$ cat src/rtl/rx_fifo_pkg.sv
package rx_fifo_pkg;
  localparam int BYTE_W = 8;

  typedef struct packed {
    logic              brk;
    logic              frm;
    logic              par;
    logic [BYTE_W-1:0] data;
  } rx_entry_t;

  localparam int ENTRY_W = $bits(rx_entry_t);
endpackage

$ cat src/rtl/rx_fifo_store.sv
module rx_fifo_store
  import rx_fifo_pkg::*;
#(
  parameter int DEPTH = 64,
  localparam int PTR_W = $clog2(DEPTH)
) (
  input  logic             clk,
  input  logic             we,
  input  logic [PTR_W-1:0] waddr,
  input  rx_entry_t        wentry,
  input  logic [PTR_W-1:0] raddr,
  output rx_entry_t        rentry
);
  // Simple dual-port array; head read is asynchronous for zero-latency view
  rx_entry_t mem [DEPTH];

  always_ff @(posedge clk) begin
    if (we) mem[waddr] <= wentry;
  end

  assign rentry = mem[raddr];
endmodule

$ cat src/rtl/rx_fifo_ctrl.sv
module rx_fifo_ctrl #(
  parameter int DEPTH = 64,
  localparam int PTR_W = $clog2(DEPTH),
  localparam int LVL_W = $clog2(DEPTH + 1)
) (
  input  logic             clk,
  input  logic             rst,
  input  logic             wr_valid,
  input  logic             pop,
  input  logic             flush,
  input  logic             stat_rd,
  output logic             wr_fire,
  output logic [PTR_W-1:0] wr_ptr,
  output logic [PTR_W-1:0] rd_ptr,
  output logic [LVL_W-1:0] level,
  output logic [LVL_W-1:0] level_nxt,
  output logic             ovf
);
  localparam logic [LVL_W-1:0] FULL_LVL = LVL_W'(DEPTH);
  localparam logic [PTR_W-1:0] LAST_PTR = PTR_W'(DEPTH - 1);

  logic full, rd_fire, ovf_evt;

  assign full    = (level == FULL_LVL);
  assign rd_fire = pop && (level != '0) && !flush;
  assign wr_fire = wr_valid && !flush && (!full || rd_fire);
  assign ovf_evt = wr_valid && !flush && full && !rd_fire;

  always_comb begin
    level_nxt = level;
    if (flush)
      level_nxt = '0;
    else if (wr_fire && !rd_fire)
      level_nxt = level + 1'b1;
    else if (rd_fire && !wr_fire)
      level_nxt = level - 1'b1;
  end

  function automatic logic [PTR_W-1:0] bump(input logic [PTR_W-1:0] p);
    return (p == LAST_PTR) ? '0 : p + 1'b1;
  endfunction

  always_ff @(posedge clk) begin
    if (rst || flush) begin
      wr_ptr <= '0;
      rd_ptr <= '0;
    end else begin
      if (wr_fire) wr_ptr <= bump(wr_ptr);
      if (rd_fire) rd_ptr <= bump(rd_ptr);
    end
  end

  always_ff @(posedge clk) begin
    if (rst) begin
      level <= '0;
      ovf   <= 1'b0;
    end else begin
      level <= level_nxt;
      if (flush)        ovf <= 1'b0;
      else if (ovf_evt) ovf <= 1'b1;
      else if (stat_rd) ovf <= 1'b0;
    end
  end
endmodule

$ cat src/rtl/rx_fifo_thresh.sv
module rx_fifo_thresh #(
  parameter int LVL_W = 7
) (
  input  logic             clk,
  input  logic             rst,
  input  logic [LVL_W-1:0] level_nxt,
  input  logic [LVL_W-1:0] trig,
  output logic             req
);
  // Compare against the next level so the request moves on the same edge as the count
  always_ff @(posedge clk) begin
    if (rst) req <= 1'b0;
    else     req <= (level_nxt >= trig);
  end
endmodule

$ cat src/rtl/rx_fifo_trig.sv
module rx_fifo_trig
  import rx_fifo_pkg::*;
#(
  parameter int DEPTH = 64,
  localparam int LVL_W = $clog2(DEPTH + 1),
  localparam int PTR_W = $clog2(DEPTH)
) (
  input  logic             clk,
  input  logic             rst,
  input  logic             wr_valid,
  input  logic [7:0]       wr_byte,
  input  logic             wr_par,
  input  logic             wr_frm,
  input  logic             wr_brk,
  input  logic             pop,
  input  logic             flush,
  input  logic             stat_rd,
  input  logic [LVL_W-1:0] irq_trig,
  input  logic [LVL_W-1:0] dma_trig,
  output logic [7:0]       head_byte,
  output logic             head_par,
  output logic             head_frm,
  output logic             head_brk,
  output logic [LVL_W-1:0] fill_level,
  output logic             ovf_flag,
  output logic             irq_req,
  output logic             dma_req
);
  logic             wr_fire;
  logic [PTR_W-1:0] wr_ptr, rd_ptr;
  logic [LVL_W-1:0] level_nxt;
  rx_entry_t        in_entry, head_entry;

  assign in_entry = '{brk: wr_brk, frm: wr_frm, par: wr_par, data: wr_byte};

  rx_fifo_ctrl #(.DEPTH(DEPTH)) ctrl_i (
    .clk(clk), .rst(rst), .wr_valid(wr_valid), .pop(pop), .flush(flush),
    .stat_rd(stat_rd), .wr_fire(wr_fire), .wr_ptr(wr_ptr), .rd_ptr(rd_ptr),
    .level(fill_level), .level_nxt(level_nxt), .ovf(ovf_flag)
  );

  rx_fifo_store #(.DEPTH(DEPTH)) store_i (
    .clk(clk), .we(wr_fire), .waddr(wr_ptr), .wentry(in_entry),
    .raddr(rd_ptr), .rentry(head_entry)
  );

  // Two independent threshold comparators: index 0 interrupt, index 1 DMA
  logic [1:0][LVL_W-1:0] trig_vec;
  logic [1:0]            req_vec;
  assign trig_vec[0] = irq_trig;
  assign trig_vec[1] = dma_trig;

  for (genvar g = 0; g < 2; g++) begin : g_thresh
    rx_fifo_thresh #(.LVL_W(LVL_W)) th_i (
      .clk(clk), .rst(rst), .level_nxt(level_nxt),
      .trig(trig_vec[g]), .req(req_vec[g])
    );
  end

  assign irq_req   = req_vec[0];
  assign dma_req   = req_vec[1];
  assign head_byte = head_entry.data;
  assign head_par  = head_entry.par;
  assign head_frm  = head_entry.frm;
  assign head_brk  = head_entry.brk;
endmodule

$ cat config.mk
export PLATFORM = sky130hd
export DESIGN_NAME = rx_fifo_trig
export DESIGN_NICKNAME = d
export VERILOG_FILES = /design/src/rtl/rx_fifo_pkg.sv /design/src/rtl/rx_fifo_store.sv /design/src/rtl/rx_fifo_ctrl.sv /design/src/rtl/rx_fifo_thresh.sv /design/src/rtl/rx_fifo_trig.sv
export SDC_FILE = /design/constraint.sdc
export NUM_CORES = 1
export LEC_CHECK = 0
export ABC_AREA = 0
export BUFFER_PORTS_ARGS = -buffer_cell sky130_fd_sc_hd__buf_4
export CORE_AREA = 10 10 294 183
export CTS_CLUSTER_SIZE = 30
export DETAILED_ROUTE_END_ITERATION = 8
export DIE_AREA = 0 0 304 193
export PLACE_DENSITY_LB_ADDON = 0.12
export SLEW_MARGIN = 0
export SYNTH_ARGS = -nofsm -noshare
export SYNTH_HDL_FRONTEND = slang
export SYNTH_SLANG_ARGS = --single-unit
$ cat constraint.sdc
create_clock -name clk -period 3.55 [get_ports clk]
set_input_delay 0.5325 -clock clk [delete_from_list [all_inputs] [get_ports clk]]
set_output_delay 0.5325 -clock clk [all_outputs]
set_load 0.03 [all_outputs]
; Word-level counts from Yosys, hierarchy flattened
; Memory sizes are Yosys's and may differ from the RTL's. A register that Yosys moved wholly into a read port is not among the register bits.
; Index checks and enable logic that the tools add are counted.
[word_totals]
n_memories = 1
regBits = 22
elab_cells = 44
ramBits = 704
inputBits = 31
out_inout_bits = 21
[mem_list]
columns = memory, depth, width, rd, rd_clocked_by_memory_dff, wr, line
row1 = store_i.mem, 64, 11, 1, 1, 1, rx_fifo_store.sv:15  ; rx_entry_t mem [DEPTH];
[op_classes]
addsub = 4
eq_ne = 3
reduce_logical = 17
magnitude_cmp = 2
mux = 11
[ops]
columns = operator, n
row1 = 6-bit two-way mux, 4
row2 = 7-bit two-way mux, 3
row3 = 7-bit greater-or-equal comparator, 2
row4 = "6-bit by 1-bit adder with 6-bit output, second input constant", 2
row5 = "6-bit == test, second input constant", 2
row6 = 1-bit logical AND, 8
row7 = "7-bit by 1-bit adder with 7-bit output, second input constant", 1
row8 = "7-bit == test, second input constant", 1
row9 = 7-bit nonzero test, 1
row10 = "7-bit by 1-bit subtractor with 7-bit output, second input constant", 1
row11 = 1-bit zero test, 4
row12 = 1-bit two-way mux, 4
row13 = 1-bit logical OR, 2
row14 = 2-bit nonzero test, 1
row15 = 2-bit OR reduction, 1

; Logic depth before layout (Yosys ltp)
; Gate-level depths: netlist of run 1.
[logic_depth]
ltp_word = 11
ltp_mapped = 16
depth_no_buf = 15

; Modules after synthesis
; A second synthesis of run 1 with hierarchy kept.
[unflattened]
cells_unflattened = 1468
area_unflattened_um2 = 28931.5
[by_module_without_submodules]
columns = mod, instances, cells_each, area_per_inst_um2, seq_area_each_um2
row1 = rx_fifo_store, 1, 1268, 27266.2, 21140.3
row2 = rx_fifo_ctrl, 1, 152, 1255.0, 400.4
row3 = rx_fifo_thresh, 2, 24, 205.2, 20.0

; Worst setup path before layout of run 1
; No wires, ideal clock.
[synth_timing]
kind = flip-flop to flip-flop
start = register ctrl_i.level[1]
end = register g_thresh[0].th_i.req
slack_ps = 355
period_less_slack_ps = 3195
stages_incl_launch_ff = 17
setup_time_ps = 120
required_ps = 3430
arrival_ps = 3075
n_path_buf = 1
cell_sequence = dfxtp_1 -> inv_1 -> ha_1 -> or4b_4 -> o311a_1 -> buf_2 -> nor2b_4 -> nor2_1 -> xnor2_1 -> nand2_1 -> ha_1 -> nand2b_1 -> a21oi_1 -> nor2b_1 -> o21ai_0 -> a21oi_1 -> o31a_1
[synth_between]
elab_chain_cells = 11
word_cells_on_any_way = 17
classes_between = add/sub: 2 / order compare: 1 / eq/ne: 1 / mux: 3 / reduce/logical: 10
[synth_lines]
columns = element, line
row1 = "start, declared", rx_fifo_ctrl.sv:15  ; output logic [LVL_W-1:0] level,
row2 = "start signal, assigned", rx_fifo_ctrl.sv:58  ; level <= level_nxt;
row3 = "parallel branches: the longest is 8 deep, another holds 7-bit by 1-bit subtractor with 7-bit output", -
row4 = 7-bit two-way mux (*), rx_fifo_ctrl.sv:33  ; else if (wr_fire && !rd_fire)
row5 = 7-bit two-way mux (*), rx_fifo_ctrl.sv:31  ; if (flush)
row6 = 7-bit greater-or-equal comparator (*), rx_fifo_thresh.sv:13  ; else req <= (level_nxt >= trig);
row7 = "end signal, assigned", rx_fifo_thresh.sv:13
row8 = "end, declared", rx_fifo_thresh.sv:8  ; output logic req
; Every way passes the cells marked *.
; A chain may end at the register's enable or synchronous reset.

==> impl_metrics.ini, run 1 <==
[clocking]
tritoncts = yes
worst_skew_pair.late_latency_ns = 0.59
cts_num_sinks = 732
clock_tree.root_cell = sky130_fd_sc_hd__clkbuf_16
cts_inserted_buffers = 66
buffer_depth_of_the_longest_clock_path = 3
cts_max_level = 3
clkSlewWorstSetupHoldPaths_ns = 0.06

[synth]
synth.cell_area_mm2 = 0.0288
synth.yosys.seq_area_share_pct = 75.4
post-synth-top-area-fraction_pct = 73.5
yosys.cell_count.top_type = sky130_fd_sc_hd__edfxtp_1
ys_dominant_reg_cell = sky130_fd_sc_hd__edfxtp_1
synth_area_per_cell_um2 = 20.0
synth_common_cells = sky130_fd_sc_hd__edfxtp_1, sky130_fd_sc_hd__mux4_2, sky130_fd_sc_hd__nor2_1
async_reset_ff_share_pct = 0
mapped_cells = 1438
synthDistinctLibCells = 52
synth_enable_flop_cells = 704
yosys_register_bits = 732
ys_warn_count = 0
mappedNetlistNets = 1487
synthTopCellsByArea = sky130_fd_sc_hd__edfxtp_1, sky130_fd_sc_hd__mux4_2, sky130_fd_sc_hd__dfxtp_1, sky130_fd_sc_hd__nor2_1, sky130_fd_sc_hd__mux2i_1
synthDominantAreaCellType = sky130_fd_sc_hd__edfxtp_1

[cells_and_area]
drive_gt1_share_pct = 30.2
layout.filler_cells = 3042
nNetsFinal = 1679
multiInputGateArea_mm2 = 0.00688
flow.area_growth_from_synthesis_pct = 15.5
layout.area.seq_mm2 = 0.0217

[grt]
grt_start_max_net_pins = 65
grt_antenna_before_repair = 3
first_global_vias = 14800
grt_overflow_total = 0
first_pass_grt_wire_length_um = 101000
grt_use_total_pct = 23.4

[hold_path]
min_path_type = in2reg
hold_path.startpoint = rst

[sta]
worst-slew-pin-transition_ns = 0.840
number_of_pins_with_negative_max_slew_slack_in_the_final_report = 0
setup_ws_ns = 0.0464
slew_headroom_pct = 44.0
rsz0062_at_grt = true
fin_worst_hold_slack_ns = 0.169
report.final.setup_viol = 0
final.period_utilization_pct = 98.7
report.final.hold_viol_count = 0
fin_worst_skew_ns = 0.0204
fmax_mhz = 285
layout_min_cycle_time_ns = 3.50

[place]
gp_congestion = 0.840
place.port_buffers = 51
place_ws_ns = 0.172
hpwlAfterDp_um = 42000

[power_and_ir_drop]
cellLeakagePower_nw = 10.5
p_per_area_mw_per_mm2 = 500
vdd_ir_drop_max_mv = 0.415

[worst_setup_path]
startpoint_type = flop
crit_fanout = 8
arrival_ns = 2.97
critPathMaxStageDelay_ns = 0.50
worst_ep_required_time_ns = 3.02
crit_slowest_cell = sky130_fd_sc_hd__mux4_2
timing.critical_path.to_type = output pin
critical_path.cell_chain = buf_8, buf_8, mux4_2, mux2_2, o22ai_1, nor3_1, buf_4, a21oi_1, nand2_1, buf_4
launch_instance_of_the_worst_register_to_register_path = ctrl_i.level[0]$_SDFF_PP0_
criticalPathCategory = reg2out

[floorplan]
io_pins = 52
fp.dieH_um = 193
row_count = 63
core-area_mm2 = 0.0486
die_width_um = 304
fp.dieArea_mm2 = 0.0587
floorplan.initialDensity_pct = 59.1

[run_status]
outcome = complete, no violations

[flow_run]
maxCapViolations = 0

[drt]
detailedRoute.firstIterationViolations = 1936
route.detailed.wl_per_inst_um = 29.7
vias = 15000
antenna_violating_nets_post_route = 0
dr.pass1.iters = 6
finalWirelength_um = 69300
drt_via_density = 6.46
drc_errors = 0
[through the flow]
stage	power, mW	instances	utilization [%]	instance area, µm²	setup TNS [ns]
global route	17.1	2327	68.3	33200	-0.179
CTS	16.7	2309	67.5	32800	-0.0657
global placement	9.97	2186	63.0	30600	0
detailed placement	9.99	2186	63.0	30600	0
floorplan	9.77	1438	-	28800	0
finish	16.6	2328	68.3	33200	0
[sequential cells by signal, summed over array words and instances (netlist names), named ones only]
register,flops
ctrl_i.ovf,1
g_thresh.th_i.req,2
ctrl_i.level,7
ctrl_i.wr_ptr,6
store_i.mem,704
ctrl_i.rd_ptr,6
[report_power, final]
part / total, mW / internal [mW] / switching, mW / leakage, nW
Clock: 6.80 / 3.78 / 3.02 / 0.982
Sequential: 9.47 / 9.46 / 0.00561 / 6.56
Combinational: 0.344 / 0.0989 / 0.245 / 2.95
Total: 16.6 / 13.3 / 3.27 / 10.5
[logic make-up (layout without fill, tap and decap cells)]
group           count (synthesis)  in the layout  synth area share, %
simple gates                  253            253                 4.09
xor+xnor                       11             11                0.335
compound gates                126            126                 3.16
buf+inv                        89            328                 1.37
mux                           209            209                 14.8
other cells                     0              1                    0
flops                         732            732                 75.4
fa+ha+maj                      18             18                0.783
[worst max-delay path, delay by kind of cell (launching register included)]
kind,cells,cell delay [ns]
AOI/OAI and AO/OA,2,0.24
DFF,1,0.46
buffers and inverters,4,0.69
and+or+nand+nor,2,0.19
muxes,2,0.78
[worst paths after layout]
| path | endpoint | slack, ns | depth (start not counted) |
|---|---|---|---|
| setup / recovery | head_byte[4] | 0.05 | 10 |
| setup reg to reg | g_thresh[0].th_i.req$_SDFF_PP0_ | 0.21 | 15 |
| hold reg to reg | flop | 0.53 | 2 |
| hold / removal | ctrl_i.level[6]$_SDFF_PP0_ | 0.17 | 2 |
[timing repair]
item / CTS / global route
setup buffers: 7 / 15
gates cloned: 1 / 3
resized for setup: 19 / 38
hold buffers: 0 / 0
setup endpoints to repair: 11 / 13
pin swaps: 0 / 4
[cell usage in the layout, fill, tap and decap left out, types with 6 or more instances in the layout]
master                      instances
sky130_fd_sc_hd__edfxtp_1         704
sky130_fd_sc_hd__buf_12             9
sky130_fd_sc_hd__nor2b_1           24
sky130_fd_sc_hd__xor2_1             9
sky130_fd_sc_hd__mux4_2           173
sky130_fd_sc_hd__clkbuf_16         70
sky130_fd_sc_hd__a211oi_1           7
sky130_fd_sc_hd__buf_4            171
sky130_fd_sc_hd__ha_1              17
sky130_fd_sc_hd__clkinv_1          15
sky130_fd_sc_hd__inv_1             18
sky130_fd_sc_hd__clkbuf_1          15
sky130_fd_sc_hd__nor2_1           122
sky130_fd_sc_hd__clkinv_2          10
sky130_fd_sc_hd__nand2b_1           8
sky130_fd_sc_hd__a221o_1            6
sky130_fd_sc_hd__nand2_1           33
sky130_fd_sc_hd__a21oi_1           34
sky130_fd_sc_hd__nor3_1             9
sky130_fd_sc_hd__a22oi_1           26
sky130_fd_sc_hd__dfxtp_1           23
sky130_fd_sc_hd__mux2i_1           27
sky130_fd_sc_hd__nand3_1           12
[routing by layer]
layer  GRT usage, %  up-vias  part of all wire (%)
met1           35.1     7883                    44
met3           6.39       98                    11
met2           34.0      777                    44
met4           5.59        2                   1.6
met5              0        -                 0.019
li1               -     6270                     -
[cell type report]
cell class	instances	share of cell area (%)
flip-flops and latches	732	65.4
multi-input cells	617	20.7
clock buffers	83	5.26
repair buffers	194	5.25
well taps	650	2.45
clock inverters	32	0.772
inverters	19	0.215
diodes	1	0.00753
(Power assumes the default switching activity.)
==> inputs of run 2 (changes only) <==
--- a/config.mk
+++ b/config.mk
@@ -7,10 +7,10 @@
 export LEC_CHECK = 0
 export ABC_AREA = 0
 export BUFFER_PORTS_ARGS = -buffer_cell sky130_fd_sc_hd__buf_4
-export CORE_AREA = 10 10 294 183
+export CORE_AREA = 10 10 279 174
 export CTS_CLUSTER_SIZE = 30
 export DETAILED_ROUTE_END_ITERATION = 8
-export DIE_AREA = 0 0 304 193
+export DIE_AREA = 0 0 289 184
 export PLACE_DENSITY_LB_ADDON = 0.12
 export SLEW_MARGIN = 0
 export SYNTH_ARGS = -nofsm -noshare
==> constraint.sdc (replaced) <==
create_clock -name clk -period 4.2 [get_ports clk]
set_input_delay 0.63 -clock clk [delete_from_list [all_inputs] [get_ports clk]]
set_output_delay 0.63 -clock clk [all_outputs]
set_load 0.03 [all_outputs]
==> run 2 against run 1 <==
Effect of this change:
- power is 17% lower
- clock power is 20% lower
- sequential power is 16% lower
- critical path type unchanged
- critical endpoint is now head_brk
- largest power group unchanged
- critical path depth is 3 lower
- register-to-register slack better by 0.49 ns
- cell count is 4.0% lower
- first-iteration DRC count is 15% higher
- die area is 9.4% lower
- global-route usage is 2.7 points higher
==> impl_metrics.ini, run 2 (same netlist as run 1, synthesis figures left out) <==
[run_status]
outcome = complete, no violations

[grt]
grt_start_max_net_pins = 65
grt_overflow_total = 0
grt_antenna_before_repair = 0
first_pass_grt_wire_length_um = 101000
first_global_vias = 14800
grt_use_total_pct = 26.1

[worst_setup_path]
crit_top_cell = sky130_fd_sc_hd__buf_4
critPathMaxStageDelay_ns = 0.79
critical_path.cell_chain = buf_4, mux4_2, a221oi_1, buf_4, nand2_1, a211o_1, buf_4
worst_ep_required_time_ns = 3.57
timing.critical_path.to_type = output pin
startpoint_type = flop
crit_buf_inv = 3
timing.critical_path.max_delay_family = compound AO/OA/AOI/OAI gates
crit_slowest_cell = sky130_fd_sc_hd__dfxtp_4
crit_fanout = 32
arrival_ns = 3.40
criticalPathCategory = reg2out

[cells_and_area]
flow.area_growth_from_synthesis_pct = 12.9
leading_cell_type_in_the_layout_fill_and_taps_excluded = sky130_fd_sc_hd__edfxtp_1
most-common-layout-cells = sky130_fd_sc_hd__edfxtp_1, sky130_fd_sc_hd__mux4_2, sky130_fd_sc_hd__buf_4
largest_reg_flops = 704
fin_cells = 2234
multiInputGateArea_mm2 = 0.00667
nNetsFinal = 1651
drive_gt1_share_pct = 26.7
largestRegisters = store_i.mem x704, ctrl_i.level x7
layout.filler_cells = 2411
layout.area.seq_mm2 = 0.0217
registers.top_by_ff_count = store_i.mem

[power_and_ir_drop]
combinationalPowerShare_pct = 2.0
power_frac_seq_pct = 58.2
internal_cell_power_mw = 11.0
cellLeakagePower_nw = 10.2
clock_share_of_power_pct = 39.8
vdd_ir_drop_max_mv = 0.371
p_per_area_mw_per_mm2 = 423
power.share.switching_pct = 19.6
switchingPower_mw = 2.70

[floorplan]
fp.dieH_um = 184
io_pins = 52
die_width_um = 289
fp.dieArea_mm2 = 0.0532
row_count = 59
core-area_mm2 = 0.0431
floorplan.initialDensity_pct = 66.7

[clocking]
cts-hold-fix-buffers = 0
clkSlewWorstSetupHoldPaths_ns = 0.07
cts_max_level = 2
clock_tree.root_cell = sky130_fd_sc_hd__clkbuf_16
post_cts_resize_count = 0
tritoncts = yes
cts_post_setup_buffers_inserted = 0
buffer_depth_of_the_longest_clock_path = 3
cts_inserted_buffers = 61
worst_skew_pair.late_latency_ns = 0.61
cts_num_sinks = 732

[sta]
number_of_pins_with_negative_max_slew_slack_in_the_final_report = 0
fmax_mhz = 248
rsz0062_at_grt = false
layout_min_cycle_time_ns = 4.03
report.final.setup_viol = 0
slew_headroom_pct = 40.5
fin_setup_tns_ns = 0
worst-slew-pin-transition_ns = 0.891
report.final.hold_viol_count = 0
final.period_utilization_pct = 96.0
fin_worst_skew_ns = 0.0240

[flow_run]
maxCapViolations = 0

[drt]
finalWirelength_um = 68200
dr.pass1.iters = 6
vias = 15100
route.detailed.wl_per_inst_um = 30.5
antenna_violating_nets_post_route = 0
detailedRoute.firstIterationViolations = 2221
drt_via_density = 6.78
drc_errors = 0

[place]
hpwlAfterDp_um = 41800
gp_congestion = 0.902
placed_cells = 2109
place.port_buffers = 51

[hold_path]
min_path_type = in2reg
-- run 2: changes by cell type in the layout (fill, tap and decap cells not counted), moves of 4 or more --
cell / before / now
sky130_fd_sc_hd__buf_6: 4 / 0
sky130_fd_sc_hd__a22oi_2: 4 / 0
sky130_fd_sc_hd__nor2_2: 5 / 0
sky130_fd_sc_hd__buf_4: 171 / 164
sky130_fd_sc_hd__a22oi_1: 26 / 30
sky130_fd_sc_hd__nor2_1: 122 / 129
sky130_fd_sc_hd__mux2i_1: 27 / 31
sky130_fd_sc_hd__clkbuf_16: 70 / 65
sky130_fd_sc_hd__clkbuf_1: 15 / 21
-- run 2: metal layers --
layer	wire (µm)	global-route usage (%)	up-vias	share of wire, %
li1	-	-	6230	-
met4	1110	4.46	0	1.6
met5	0	0	-	0
met2	30300	37.7	968	44
met3	8530	6.74	87	13
met1	28200	40.4	7852	41
-- run 2: layout make-up --
class	instances	share of cell area, %
Clock buffer	87	5.30
Inverter	19	0.220
Clock inverter	28	0.578
Multi-Input combinational cell	617	20.5
Tap cell	579	2.23
Antenna cell	1	0.00771
Timing Repair Buffer	171	4.22
Sequential cell	732	66.9
-- run 2: final timing paths --
path         depth (start not counted)                              end                           from  slack (ns)
max reg2reg                         15  g_thresh[1].th_i.req$_SDFF_PP0_     ctrl_i.level[1]$_SDFF_PP0_        0.70
min reg2reg                          2                             flop  ctrl_i.rd_ptr[5]$_SDFFE_PP0N_        0.53
max                                  7                         head_brk                           flop        0.17
min                                  2       ctrl_i.level[6]$_SDFF_PP0_                            rst        0.23
-- run 2: stage by stage --
step,instance area (µm²),setup slack [ns],util (%),total power [mW],hold slack [ns]
after floorplan,28800,1.01,-,8.25,0.472
after global placement,30500,0.732,70.7,8.42,0.498
after detailed placement,30500,0.720,70.7,8.43,0.515
after CTS,32400,0.0735,75.1,13.8,0.204
after global routing,32500,0.0416,75.3,14.1,0.210
final,32500,0.168,75.3,13.7,0.226
-- run 2: power groups by stage --
stage                     Clock, mW  Combinational [mW]  Sequential [mW]
after global placement            0               0.262             8.16
after detailed placement          0               0.271             8.16
after CTS                      5.51               0.271             8.00
after global routing           5.82               0.297             8.00
after floorplan                   0              0.0918             8.16
final                          5.47               0.275             8.00
